### src/rtl/mwc_pkg.sv
package mwc_pkg;
    localparam int CARRY_BIT = 0;
    localparam int OVF_BIT   = 1;

    typedef enum logic {
        OP_ADD = 1'b0,
        OP_SUB = 1'b1
    } mwc_op_e;
endpackage

### src/rtl/mwc_operand_prep.sv
module mwc_operand_prep #(
    parameter int W = 32
) (
    input  logic [W-1:0] y_in,
    input  logic         do_sub,
    output logic [W-1:0] y_out
);
    // Subtract uses the one's complement of Y; the +1 comes from the stored carry.
    always_comb begin
        y_out = do_sub ? ~y_in : y_in;
    end
endmodule

### src/rtl/mwc_add_core.sv
module mwc_add_core #(
    parameter int W = 32
) (
    input  logic [W-1:0] a,
    input  logic [W-1:0] b,
    input  logic         cin,
    output logic [W-1:0] sum,
    output logic         cout,
    output logic         ovf
);
    logic [W:0]   full_sum;
    logic [W-2:0] low_sum_unused;
    logic         carry_into_msb;

    always_comb begin
        full_sum = {1'b0, a} + {1'b0, b} + {{W{1'b0}}, cin};
        sum      = full_sum[W-1:0];
        cout     = full_sum[W];
        // Carry into the top bit is recovered from the top bit's own sum.
        carry_into_msb = a[W-1] ^ b[W-1] ^ full_sum[W-1];
        ovf      = carry_into_msb ^ full_sum[W];
        low_sum_unused = full_sum[W-2:0];
    end
endmodule

### src/rtl/mwc_unit.sv
module mwc_unit #(
    parameter int W = 32
) (
    input  logic         clk,
    input  logic         rst_n,
    input  logic         step_en,
    input  logic         step_op,
    input  logic [W-1:0] opnd_x,
    input  logic [W-1:0] opnd_y,
    input  logic         stat_wr_en,
    input  logic [W-1:0] stat_wr_data,
    output logic [W-1:0] res_data,
    output logic         res_valid,
    output logic [W-1:0] stat_word,
    output logic         carry_flag,
    output logic         ovf_flag
);
    import mwc_pkg::*;

    localparam int FLAG_BITS = 2;

    typedef struct packed {
        logic [W-1:0] result;
        logic [W-1:0] status;
        logic         valid;
    } state_t;

    state_t state_d, state_q;

    mwc_op_e      op_sel;
    logic [W-1:0] y_eff;
    logic [W-1:0] core_sum;
    logic         core_cout;
    logic         core_ovf;

    assign op_sel = mwc_op_e'(step_op);

    mwc_operand_prep #(.W(W)) u_prep (
        .y_in   (opnd_y),
        .do_sub (op_sel == OP_SUB),
        .y_out  (y_eff)
    );

    mwc_add_core #(.W(W)) u_core (
        .a    (opnd_x),
        .b    (y_eff),
        .cin  (state_q.status[CARRY_BIT]),
        .sum  (core_sum),
        .cout (core_cout),
        .ovf  (core_ovf)
    );

    always_comb begin
        state_d       = state_q;
        state_d.valid = step_en;
        if (step_en) begin
            state_d.result             = core_sum;
            state_d.status             = '0;
            state_d.status[CARRY_BIT]  = core_cout;
            state_d.status[OVF_BIT]    = core_ovf;
        end else if (stat_wr_en) begin
            state_d.status = stat_wr_data;
        end
    end

    always_ff @(posedge clk or negedge rst_n) begin
        if (!rst_n) begin
            state_q <= '0;
        end else begin
            state_q <= state_d;
        end
    end

    assign res_data   = state_q.result;
    assign res_valid  = state_q.valid;
    assign stat_word  = state_q.status;
    assign carry_flag = state_q.status[CARRY_BIT];
    assign ovf_flag   = state_q.status[OVF_BIT];

    AST_UPPER_CLEAR: assert property (@(posedge clk) disable iff (!rst_n)
        step_en |=> (stat_word[W-1:FLAG_BITS] == '0));

    AST_OVF_SIGN: assert property (@(posedge clk) disable iff (!rst_n)
        step_en |=> (ovf_flag ==
            (($past(opnd_x[W-1]) == ($past(opnd_y[W-1]) ^ $past(step_op)))
             && (res_data[W-1] != $past(opnd_x[W-1])))));

    AST_STAT_WRITE: assert property (@(posedge clk) disable iff (!rst_n)
        (stat_wr_en && !step_en) |=> (stat_word == $past(stat_wr_data)));

    AST_WRITE_KEEPS_RESULT: assert property (@(posedge clk) disable iff (!rst_n)
        (stat_wr_en && !step_en) |=> $stable(res_data));

    AST_VALID_PULSE: assert property (@(posedge clk) disable iff (!rst_n)
        step_en |=> res_valid);

    AST_IDLE_HOLD: assert property (@(posedge clk) disable iff (!rst_n)
        (!step_en && !stat_wr_en) |=> ($stable(stat_word) && $stable(res_data) && !res_valid));
endmodule

### config.mk
export PLATFORM = sky130hd
export DESIGN_NAME = mwc_unit
export DESIGN_NICKNAME = d
export VERILOG_FILES = /design/src/rtl/mwc_pkg.sv /design/src/rtl/mwc_operand_prep.sv /design/src/rtl/mwc_add_core.sv /design/src/rtl/mwc_unit.sv
export SDC_FILE = /design/constraint.sdc
export NUM_CORES = 1
export LEC_CHECK = 0
export CAP_MARGIN = 10
export CORE_MARGIN = 2
export CORE_UTILIZATION = 41
export DETAILED_ROUTE_END_ITERATION = 8
export GPL_ROUTABILITY_DRIVEN = 0
export PLACE_DENSITY_LB_ADDON = 0.25
export SETUP_SLACK_MARGIN = 0.15
export SYNTH_ARGS = -nofsm -noshare
export SYNTH_HDL_FRONTEND = slang
export SYNTH_SLANG_ARGS = --single-unit
### constraint.sdc
create_clock -name clk -period 2.6 [get_ports clk]
set_clock_uncertainty 0.15 [all_clocks]
set_input_delay 0.39 -clock clk [delete_from_list [all_inputs] [get_ports clk]]
set_output_delay 0.39 -clock clk [all_outputs]
set_load 0.02 [all_outputs]
==> results of run 1 <==
routing by layer:
| layer | vias up | part of all wire | track usage |
|---|---|---|---|
| met5 | - | 0 | 0 |
| met4 | 0 | 0.049 | 0.110 |
| met3 | 97 | 0.065 | 0.0536 |
| met2 | 330 | 0.51 | 0.499 |
| met1 | 2586 | 0.37 | 0.324 |
| li1 | 2383 | - | - |
kinds of logic after synthesis:
kind of cell	after synthesis
and+or+nand+nor	131
muxes	56
DFF	65
xor gates and xnor gates	58
adders and majority gates	33
AOI/OAI and AO/OA	118
buffers and inverters	38
critical path, cell delays in order:
cell and delay, ns:
buf_12 0.11, buf_12 0.14, buf_8 0.14, buf_6 0.12
xor2_1 0.15, ha_1 0.38, nand2_2 0.13, nor2_4 0.14
nand4_1 0.22, a211oi_4 0.38, o32ai_4 0.15, xnor2_1 0.14
mux2_4 0.26
power groups by stage:
stage	clock, mW	combinational, mW	sequential (mW)
2_1_floorplan	0	0.931	1.60
5_1_grt	1.33	3.03	1.38
6_report	1.27	2.88	1.36
4_1_cts	1.26	2.59	1.36
3_5_place_dp	0	2.30	1.37
3_3_place_gp	0	2.27	1.36
worst paths after layout:
| path | slack [ns] | from | endpoint | cells past startpoint |
|---|---|---|---|---|
| worst max register to register | -0.04 | stat_word[0] | res_data[13] | 10 |
| worst min register to register | 0.35 | res_data[30] | res_data[30] | 2 |
| min in group asynchronous | 0.50 | rst_n | stat_word[14] | 3 |
| worst max-delay path | -0.19 | step_op | res_data[31] | 13 |
| worst min-delay path | 0.35 | res_data[30] | res_data[30] | 2 |
| max in group asynchronous | 1.46 | rst_n | res_data[18] | 3 |
timing repair:
action | in CTS | in global routing
gates resized for setup | 118 | 72
endpoints found under the setup margin | 27 | 27
endpoints found under the hold margin | 65 | 0
pin swaps | 71 | 59
hold buffers | 1 | 0
setup buffers | 36 | 13
layout make-up:
class	instances	area, sq um	share of cell area
Clock buffer	9	225	0.0259
Inverter	11	41.3	0.00474
Multi-Input combinational cell	396	3580	0.411
Timing Repair Buffer	327	2980	0.342
Tap cell	143	179	0.0205
Clock inverter	7	77.6	0.00890
Sequential cell	65	1630	0.187
sequential cells by signal, summed over array words and instances (netlist names):
| name | flops |
|---|---|
| res_data | 32 |
| res_valid | 1 |
| stat_word | 32 |
placed cells by master, fill, tap and decap left out, drive strengths merged, types with 20 or more instances in the layout:
master         Yosys  final
nor2              51     51
clkdlybuf4s50      0    146
xor2              38     38
buf               17    163
mux2i             32     32
xnor2             20     20
dfrtp             65     65
o21ai             28     28
mux2              24     24
ha                31     31
nand2             38     38
a21oi             43     43
==> results, run 1 <==
- The run finished, with violations left.
- The final reports fail on negative setup slack.
- The initial utilization of the core area, before any placement, comes to 0.416.
- The cell area after placement is 7310 sq um.
- The final worst-path setup slack is -0.194 ns.
- For the pin with the worst max-slew slack, the measured transition is 0.575 ns.
- The XOR/XNOR share of the synthesized area is 0.108.
- Buffers placed on the I/O ports in this run total 167.
- In this run the horizontal extent of the chip is 111 um.
- In this run the cell area of the synthesized design comes to 4690 sq um.
- The length of the first detailed-routing pass in iterations is 5.
- After detailed routing, the number of remaining DRC violations is 0.
- Along the worst path, the maximum fanout reaches 6.
- The compound-gate portion of the synthesized area was 0.166.
- Counting distinct cell types in the post-synthesis netlist gives 50.
- After detailed routing, the average wire length per cell comes to 19.8 um.
- The leakage dissipation is 3.91 nW.
- The count of placed standard cells in the final layout, fillers left out is 958.
- In this run, CTS created clock tree buffers numbering 9.
- TritonCTS built the clock tree.
- The cell count after placement is 892.
- Of the total synthesized cell area, the portion taken by AND, OR, NAND and NOR gates is 0.125.
- The average instance in the mapped netlist occupies 9.39 sq um.
- Of the total power, combinational logic draws 0.523.
- Ranked by instance count, the synthesized netlist is headed by dfrtp_1 (65), nor2_1 (51), a21oi_1 (42), nand2_1 (38), xor2_1 (38).
- In this run the number of H-tree levels came out at 3.
- The largest area contributor in the netlist is dfrtp_1.
- The core area is 11300 sq um.
- The dominant combinational cell family by area after synthesis is compound AO/OA/AOI/OAI gates.
- The count of flip-flops with a built-in enable after synthesis is 0.
- The synthesized flop and latch total is 65.
- Counting the fill cells in the layout gives 708.
- Across all layers, the routed design uses 5396 vias.
- The post-route fraction of the period consumed by the critical path is 1.07.
- The count of nets left with antenna violations once routing finished came out at 0.
- Max-cap violations in this run came to 0.
- The shortest period the worst path allows is 2.79 ns.
- The maximum buffer depth of the clock tree is 2.
- The adder-cell share of the synthesized area is 0.0913.
- The total count of max-transition violations in the final report is 0.
- In the post-synthesis netlist, the biggest area contributors are dfrtp_1 (35%), ha_1 (8.3%), xor2_1 (7.1%).
- The sequential area share after synthesis is 0.347.
- The final layout net count is 944.
- The clock drives 65 sinks.
- In the final timing run, aggregate negative setup slack is -1.30 ns.
- The cell chosen for the clock root is clkbuf_16.
- The detailed router finished its first iteration with 346 violations.
- The clock network power share is 0.230.
- The critical path capture point type is a flop.
- The completed layout was analyzed and its total power is 5.51 mW.
- The most used flip-flop cell after synthesis is dfrtp_1.
- The total length of routed wires is 19.0 mm.
- Entering global routing, the biggest net connects 34 pins.
- The die is 111 um tall.
- When the netlist entered floorplanning its net count stood at 633.
- The internal power contribution is 3.47 mW.
- The global-route total usage across every layer is 0.277.
- The post-DP HPWL is 11.5 mm.
- The areal power density over the cells is 632 nW/um^2.
- In the final layout, the share of cells above drive strength 1 is 0.387.
- In this run the worst hold path is classified as reg2reg.
- Setup repair after global routing could not meet its margin everywhere.
- The global-route wire length before repair is 27.7 mm.
- The area growth from synthesis to layout is 85.9%.
- Summed over all nets, the switching power comes to 2.04 mW.
- The fraction of post-synthesis cell area in the top cell type by area is 0.347.
- The placement row count is 39.
- The via count of the first global-routing pass is 5519.
- OpenSTA, run right after detailed placement, puts the worst setup slack at -0.848 ns.
- The proportion of power drawn by flip-flops and latches is 0.247.
- The later-pin clock latency in the skew report is 0.33 ns.
- After detailed routing, the number of vias per cell comes to 5.63.
- The die outline area is 12300 sq um.
- The initial antenna violation count is 0.
- The cell with the most instances after synthesis is dfrtp_1.
- The worst-case IR drop observed on VDD is 0.000415 V.
- After global routing the overflow that remains totals 0.
- The count of pins on the block boundary is 168.
- The count of yosys warnings during synthesis is 0.
- The total count of hold-check failures in the final report was 0.
- The normalized max-slew margin is 0.616.
- The net switching fraction of the power is 0.371.
- Data on the critical path arrives at its endpoint at 2.86 ns.
- STA classifies the critical path startpoint as a primary input.
- The clock-pin transition on the worst setup and hold timing paths is 0.06 ns.
- The final setup violation count is 16.
- The utilization after layout is 0.773.
- Derived from the worst setup path, the maximum achievable clock frequency is 0.358 GHz.
- For the worst setup path, the data required time is 2.67 ns.
- The finished cells cover 8710 sq um.
- The start-to-end type of the worst setup path is in2reg.
- Across all hold checks on the routed design, the worst slack comes to 0.353 ns.
- The number of diodes is 0.
- The share of async-settable or async-resettable flops after synthesis is 1.00.
- The number of cells produced by synthesis is 499.
- The portion of synthesized area spent on multiplexers is 0.127.
Note: power is estimated with default switching activity, not from simulation.
==> run 2, diff against run 1 <==
--- a/config.mk
+++ b/config.mk
@@ -15,3 +15,4 @@
 export SYNTH_ARGS = -nofsm -noshare
 export SYNTH_HDL_FRONTEND = slang
 export SYNTH_SLANG_ARGS = --single-unit
+export TNS_END_PERCENT = 50
==> results, run 2 (synthesis gave the netlist of run 1 again) <==
- The required time at the worst-slack endpoint is 2.67 ns (about the same).
- The cell count of the worst hold path is 1 (-1).
- The maximum vdd ir drop is 0.000535 V (+29%).
- The length of the first detailed-routing pass in iterations is 4 (-1).
- The port buffer count came to 167 (unchanged).
- The shortest period the worst path allows came to 2.71 ns (-0.0855 ns).
- The most common cell after layout, fill and taps aside is clkdlybuf4s50_1.
- The routed wire length per instance is 19.4 um (-2.1%).
- The final worst-path setup slack is -0.108 ns (+0.0855 ns).
- The number of buffers created by CTS was 9 (unchanged).
- The maximum fanout count along the critical path was 4 (-2).
- The aggregate global routing overflow is 0 (unchanged).
- The maximum buffer depth of the clock tree is 2 (unchanged).
- The normalized max-slew margin was 0.637 (+0.0202).
- The global-route wire length before repair is 26.1 mm (-5.6%).
- The arrival time at the worst endpoint is 2.77 ns (-0.09 ns).
- The initial core utilization is 0.416 (unchanged).
- The die height is 111 um (unchanged).
- The remaining antenna violation count is 0 (unchanged).
- The overall die width is 111 um (unchanged).
- The count of H-tree levels built during CTS was 3 (unchanged).
- The final setup TNS is -0.327 ns (+0.969 ns).
- TritonCTS built the clock tree.
- The total area of sequential cells is 1630 sq um (unchanged).
- The leakage dissipation is 3.92 nW (+0.29%).
- The placement row count came to 39 (unchanged).
- The die outline area is 12300 sq um (unchanged).
- The final layout net count is 926 (-1.9%).
- The fill cell total of the finished layout is 730 (+3.1%).
- The final setup violation count was 8 (-8).
- The worst hold endpoint is res_valid.
- The number of DRC violations after detailed-routing iteration 0 is 251 (-27%).
- The final reports fail on negative setup slack.
- The areal power density over the cells came to 628 nW/um^2 (-0.66%).
- The beginning of the worst hold path is step_en.
- The start-to-end type of the worst setup path is reg2reg.
- The highest clock rate came to 0.369 GHz (+3.2%).
- The number of maximum-capacitance violations is 0 (unchanged).
- Setup repair after global routing could not meet its margin everywhere.
- The total count of hold-check failures in the final report was 0 (unchanged).
- The critical path capture point type is a flop.
- The run finished, with violations left.
- The area taken by multi-input logic gates is 3600 sq um (+0.52%).
- The worst-case register-to-register setup slack is -0.11 ns (-0.07 ns).
- STA classifies the critical path startpoint as a flop.
- The via count of the first global-routing pass is 5223 (-5.4%).
- The worst min-delay path class is in2reg.
- The total number of clock tree sinks is 65 (unchanged).
- In the layout the commonest cells are clkdlybuf4s50_1 (133), buf_4 (115), dfrtp_1 (65).
- The clock-pin transition on the worst setup and hold timing paths is 0.06 ns (about the same).
- The critical register-to-register path endpoint is res_data[17].
- The average via count per standard cell is 5.49 (-2.6%).
- The core area is 11300 sq um (unchanged).
- The total length of routed wires is 18.2 mm (-3.8%).
- The global-route total usage across every layer was 0.262 (-0.0156).
- The cell chosen for the clock root is clkbuf_16.
- The post-DP HPWL was 11.4 mm (-0.99%).
- The launching point of the worst reg2reg path is stat_word[0].
- The utilization after layout is 0.768 (-0.00522).
- The slew at the pin closest to its max-slew limit was 0.545 ns (-0.0303 ns).
- The later-pin clock latency in the skew report is 0.32 ns (about the same).
- The count of pins on the block boundary is 168 (unchanged).
- The overall via count from detail_route was 5164 (-4.3%).
- The fraction of final layout cells sized beyond drive strength 1 came to 0.386 (about the same).
- The initial antenna violation count is 1 (+1).
- The pin count of the biggest net entering global routing is 46 (+35%).
- The post-route fraction of the period consumed by the critical path is 1.04 (-0.0329).
- The remaining design rule violation count came to 0 (unchanged).
- The number of cell instances on the worst register-to-register path is 10 (unchanged).
- The total count of max-transition violations in the final report is 0 (unchanged).
- Compared with the post-synthesis result, the final layout area differs by 84.6%.
[run 2: cell count changes in the layout (fill, tap and decap cells not counted), sizes merged]
| cell | previous run | this run |
|---|---|---|
| buf | 163 | 146 |
| dlymetal6s2s | 4 | 13 |
| clkdlybuf4s15 | 1 | 0 |
| dlygate4sd2 | 12 | 15 |
| clkdlybuf4s50 | 146 | 133 |
| inv | 13 | 12 |
| clkbuf | 9 | 11 |
| diode | 0 | 1 |
[run 2: timing repair]
item / 4_1_cts / 5_1_grt
pin swaps: 77 / 90
resized for setup: 97 / 117
hold buffers: 1 / 0
gates cloned: 2 / 0
buffers inserted: 22 / 13
endpoints found under the hold margin: 15 / 0
endpoints found under the setup margin: 29 / 25
[run 2: metal layers]
layer,global-route usage,wire length (um),vias to the layer above
met1,0.322,7250,2502
met2,0.457,9060,245
met4,0.0892,783,0
met5,0,0,-
li1,-,-,2352
met3,0.0530,1140,65
[run 2: area by class of cell]
cell class	count	area share
antenna	1	0.000289
clock buffer	10	0.0276
clock inverter	6	0.00752
inverter	11	0.00477
multi-input combinational	396	0.416
sequential	65	0.188
tap	143	0.0207
timing repair buffer	309	0.335
[run 2: where the power goes]
part	internal (mW)	switching, mW	total (mW)
clock network	0.770	0.465	1.23
registers	1.22	0.144	1.37
logic	1.47	1.37	2.84
total	3.46	1.98	5.44
[run 2: how the worst max path moves through the flow]
stage                            start            to  slack [ns]  cells after the start
after floorplan                step_op  res_data[24]       -0.25                     13
after global placement       opnd_y[0]  res_data[31]       -0.65                     11
after detailed placement     opnd_y[0]  stat_word[1]       -0.70                     12
after CTS                      step_op  res_data[31]        0.05                     11
after global routing      stat_word[0]  res_data[17]       -0.14                     10
final                     stat_word[0]  res_data[17]       -0.11                     10
[run 2: critical path: stages (launching register included)]
cell and delay (ns):
dfrtp_1 0.39, fa_2 0.36, buf_6 0.14, a211oi_4 0.24, o21ai_2 0.13, o21ai_4 0.32, a211o_4 0.24, buf_6 0.13
nand2_2 0.07, xor2_1 0.16, mux2_4 0.26
[run 2: per-stage QoR]
step	power [mW]	area, sq um	cells	setup slack (ns)	hold slack (ns)
after floorplan	2.53	4800	499	-0.249	-0.0556
after global placement	3.61	7260	886	-0.645	0.163
after detailed placement	3.66	7260	886	-0.704	0.184
after CTS	5.09	8050	927	0.0519	0.286
after global routing	5.67	8650	941	-0.143	0.310
final	5.44	8650	941	-0.108	0.295
==> run 3, diff against run 2 <==
--- a/config.mk
+++ b/config.mk
@@ -7,7 +7,7 @@
 export LEC_CHECK = 0
 export CAP_MARGIN = 10
 export CORE_MARGIN = 2
-export CORE_UTILIZATION = 41
+export CORE_UTILIZATION = 46
 export DETAILED_ROUTE_END_ITERATION = 8
 export GPL_ROUTABILITY_DRIVEN = 0
 export PLACE_DENSITY_LB_ADDON = 0.25
==> constraint.sdc (replaced) <==
create_clock -name clk -period 2.55 [get_ports clk]
set_clock_uncertainty 0.15 [all_clocks]
set_input_delay 0.3825 -clock clk [delete_from_list [all_inputs] [get_ports clk]]
set_output_delay 0.3825 -clock clk [all_outputs]
set_load 0.02 [all_outputs]
==> results, run 3 (synthesis gave the netlist of run 1 again) <==
- The placement row count is 36 (-7.7%).
- The smallest hold slack was 0.361 ns (+0.0656 ns).
- The launching point of the worst reg2reg path is stat_word[0].
- The maximum buffer depth of the clock tree was 2 (unchanged).
- The die outline area was 11000 sq um (-10%).
- The critical register-to-register path endpoint is res_data[20].
- The cell sitting at the root of the clock tree is a clkbuf_8.
- The total count of hold-check failures in the final report is 0 (unchanged).
- The count of pins on the block boundary was 168 (unchanged).
- The normalized max-slew margin is 0.602 (-0.0350).
- The later-pin clock latency in the skew report is 0.34 ns (+0.02 ns).
- The global routing met1 resource utilization is 0.351 (+0.0293).
- The aggregate global routing overflow is 0 (unchanged).
- The CTS tree is built.
- The maximum vdd ir drop was 0.000471 V (-12%).
- The arrival time at the worst endpoint is 2.82 ns (+0.05 ns).
- The final setup violation count came to 15 (+7).
- The number of cell instances on the worst register-to-register path came to 10 (unchanged).
- The worst hold endpoint is res_data[0].
- The post-route fraction of the period consumed by the critical path is 1.07.
- The post-placement setup slack came to -0.750 ns (-0.0461 ns).
- The required time at the worst-slack endpoint came to 2.63 ns (-0.04 ns).
- The number of DRC violations after detailed-routing iteration 0 is 420 (+67%).
- The clock-pin transition on the worst setup and hold timing paths is 0.08 ns (+0.02 ns).
- The most common cell after layout, fill and taps aside is clkdlybuf4s50_1.
- The pin count of the biggest net entering global routing is 66 (+43%).
- The global-route total usage across every layer is 0.317 (+0.0550).
- The slowest cell on the critical path is clkdlybuf4s50_1.
- The initial core utilization is 0.477 (+0.0615).
- The utilization after layout came to 0.848 (+0.0806).
- The port buffer count is 167 (unchanged).
- The fill cell total of the finished layout came to 520 (-29%).
- The met2 capacity usage during global routing is 0.582 (+0.125).
- The highest clock rate is 0.365 GHz.
- The fraction of final layout cells sized beyond drive strength 1 was 0.337 (-0.0498).
- The remaining design rule violation count came to 0 (unchanged).
- The routed wire length per instance is 21.2 um (+9.5%).
- The total length of routed wires is 19.7 mm (+8.1%).
- The post-DP HPWL is 11.4 mm (about the same).
- Walking the worst path, the cells encountered are clkdlybuf4s50_1 > xor2_1 > ha_1 > nand2_1 > nor2_4 > nand4_1 > a211oi_4 > buf_4 > nor3_4 > xnor2_1 > mux2_4.
- The shortest period the worst path allows is 2.74 ns.
- The critical path is of the in2reg type.
- The library cells used most frequently in the layout, excluding fill and tap cells, are clkdlybuf4s50_1 (139), buf_4 (118), dfrtp_1 (65).
- The number of buffers created by CTS is 9 (unchanged).
- The count of H-tree levels built during CTS is 3 (unchanged).
- The cell count of the worst hold path was 1 (unchanged).
- The die height is 105 um (-5.4%).
- The total count of max-transition violations in the final report is 0 (unchanged).
- The via count of the first global-routing pass is 5618 (+7.6%).
- The total number of clock tree sinks is 65 (unchanged).
- The areal power density over the cells is 635 nW/um^2 (+1.1%).
- The checks that failed: negative setup slack.
- The average via count per standard cell came to 5.89 (+7.3%).
- The length of the first detailed-routing pass in iterations came to 5 (+1).
- Compared with the post-synthesis result, the final layout area differs by 77.7%.
- The critical path capture point type is a flop.
- The number of diodes was 0 (-1).
- The remaining antenna violation count is 0 (unchanged).
- The core area came to 9820 sq um (-13%).
- The met3 routing resource usage after global routing is 0.0786 (+0.0256).
- The number of maximum-capacitance violations is 0 (unchanged).
- The largest stage delay on the critical path is 0.46 ns (+0.07 ns).
- The overall die width is 105 um (-5.4%).
- The maximum fanout count along the critical path is 3 (-1).
- The global-route wire length before repair is 28.1 mm (+7.6%).
- STA classifies the critical path startpoint as a primary input.
- The final layout net count was 925 (-0.11%).
- The worst-case register-to-register setup slack is -0.09 ns (+0.02 ns).
- The overall via count from detail_route is 5470 (+5.9%).
- Setup repair after global routing could not meet its margin everywhere.
- In this run the most critical hold path is launched from res_data[0].
- The final worst-path setup slack was -0.189 ns (-0.0802 ns).
- The initial antenna violation count is 0 (-1).
- The slew at the pin closest to its max-slew limit came to 0.598 ns (+0.0525 ns).
- met2 is the most crowded layer.
- The flow ran to the end, but the final reports show violations.
- The leakage dissipation was 3.82 nW (-2.6%).
- The tightest min-delay check is of the reg2reg type.
run 3: worst max path at each step:
stage / from / to / slack [ns] / cells after the start
final: opnd_y[22] / res_data[27] / -0.19 / 11
after global routing: opnd_y[22] / stat_word[1] / -0.22 / 12
after CTS: stat_word[0] / res_data[31] / -0.05 / 9
after detailed placement: opnd_y[0] / res_data[30] / -0.75 / 12
after global placement: opnd_y[0] / stat_word[1] / -0.76 / 12
after floorplan: step_op / res_data[24] / -0.29 / 13
run 3: worst max-delay path: cells and delay by family:
family	cells	cell delay, ns
xor gates and xnor gates	2	0.30
muxes	1	0.26
buffers and inverters	2	0.66
adders and majority gates	1	0.33
and+or+nand+nor	4	0.51
AOI/OAI and AO/OA	1	0.38
run 3: through the flow:
step	setup TNS (ns)	total power [mW]	instance area (sq um)	cells
after floorplan	-4.04	2.58	4800	499
after global placement	-16.06	3.67	7280	880
after detailed placement	-16.34	3.72	7280	880
after CTS	-0.0824	4.98	8090	925
after global routing	-1.90	5.49	8330	929
final	-1.02	5.29	8330	929
run 3: routing by layer:
layer	routed length (um)	up-vias
met4	853	0
li1	-	2353
met1	7130	2622
met2	10100	386
met5	0	-
met3	1660	109
run 3: cell type report:
cell class | count | area, sq um | share of cell area
repair buffers | 308 | 2850 | 0.342
multi-input cells | 396 | 3420 | 0.411
clock inverters | 6 | 91.3 | 0.0110
well taps | 133 | 166 | 0.0200
clock buffers | 10 | 138 | 0.0165
flip-flops and latches | 65 | 1630 | 0.195
inverters | 11 | 41.3 | 0.00496
run 3: what timing repair did:
item / 4_1_cts / 5_1_grt
gates cloned: 2 / 0
pin swaps: 84 / 35
gates resized for setup: 115 / 44
hold buffers: 1 / 0
endpoints found under the setup margin: 28 / 26
setup buffers: 26 / 4
hold endpoints to repair: 65 / 0
run 3: power by group:
part | leakage (nW) | total, mW | internal [mW] | switching (mW)
Combinational | 2.90 | 2.86 | 1.45 | 1.41
Sequential | 0.809 | 1.40 | 1.24 | 0.156
Clock | 0.116 | 1.03 | 0.581 | 0.454
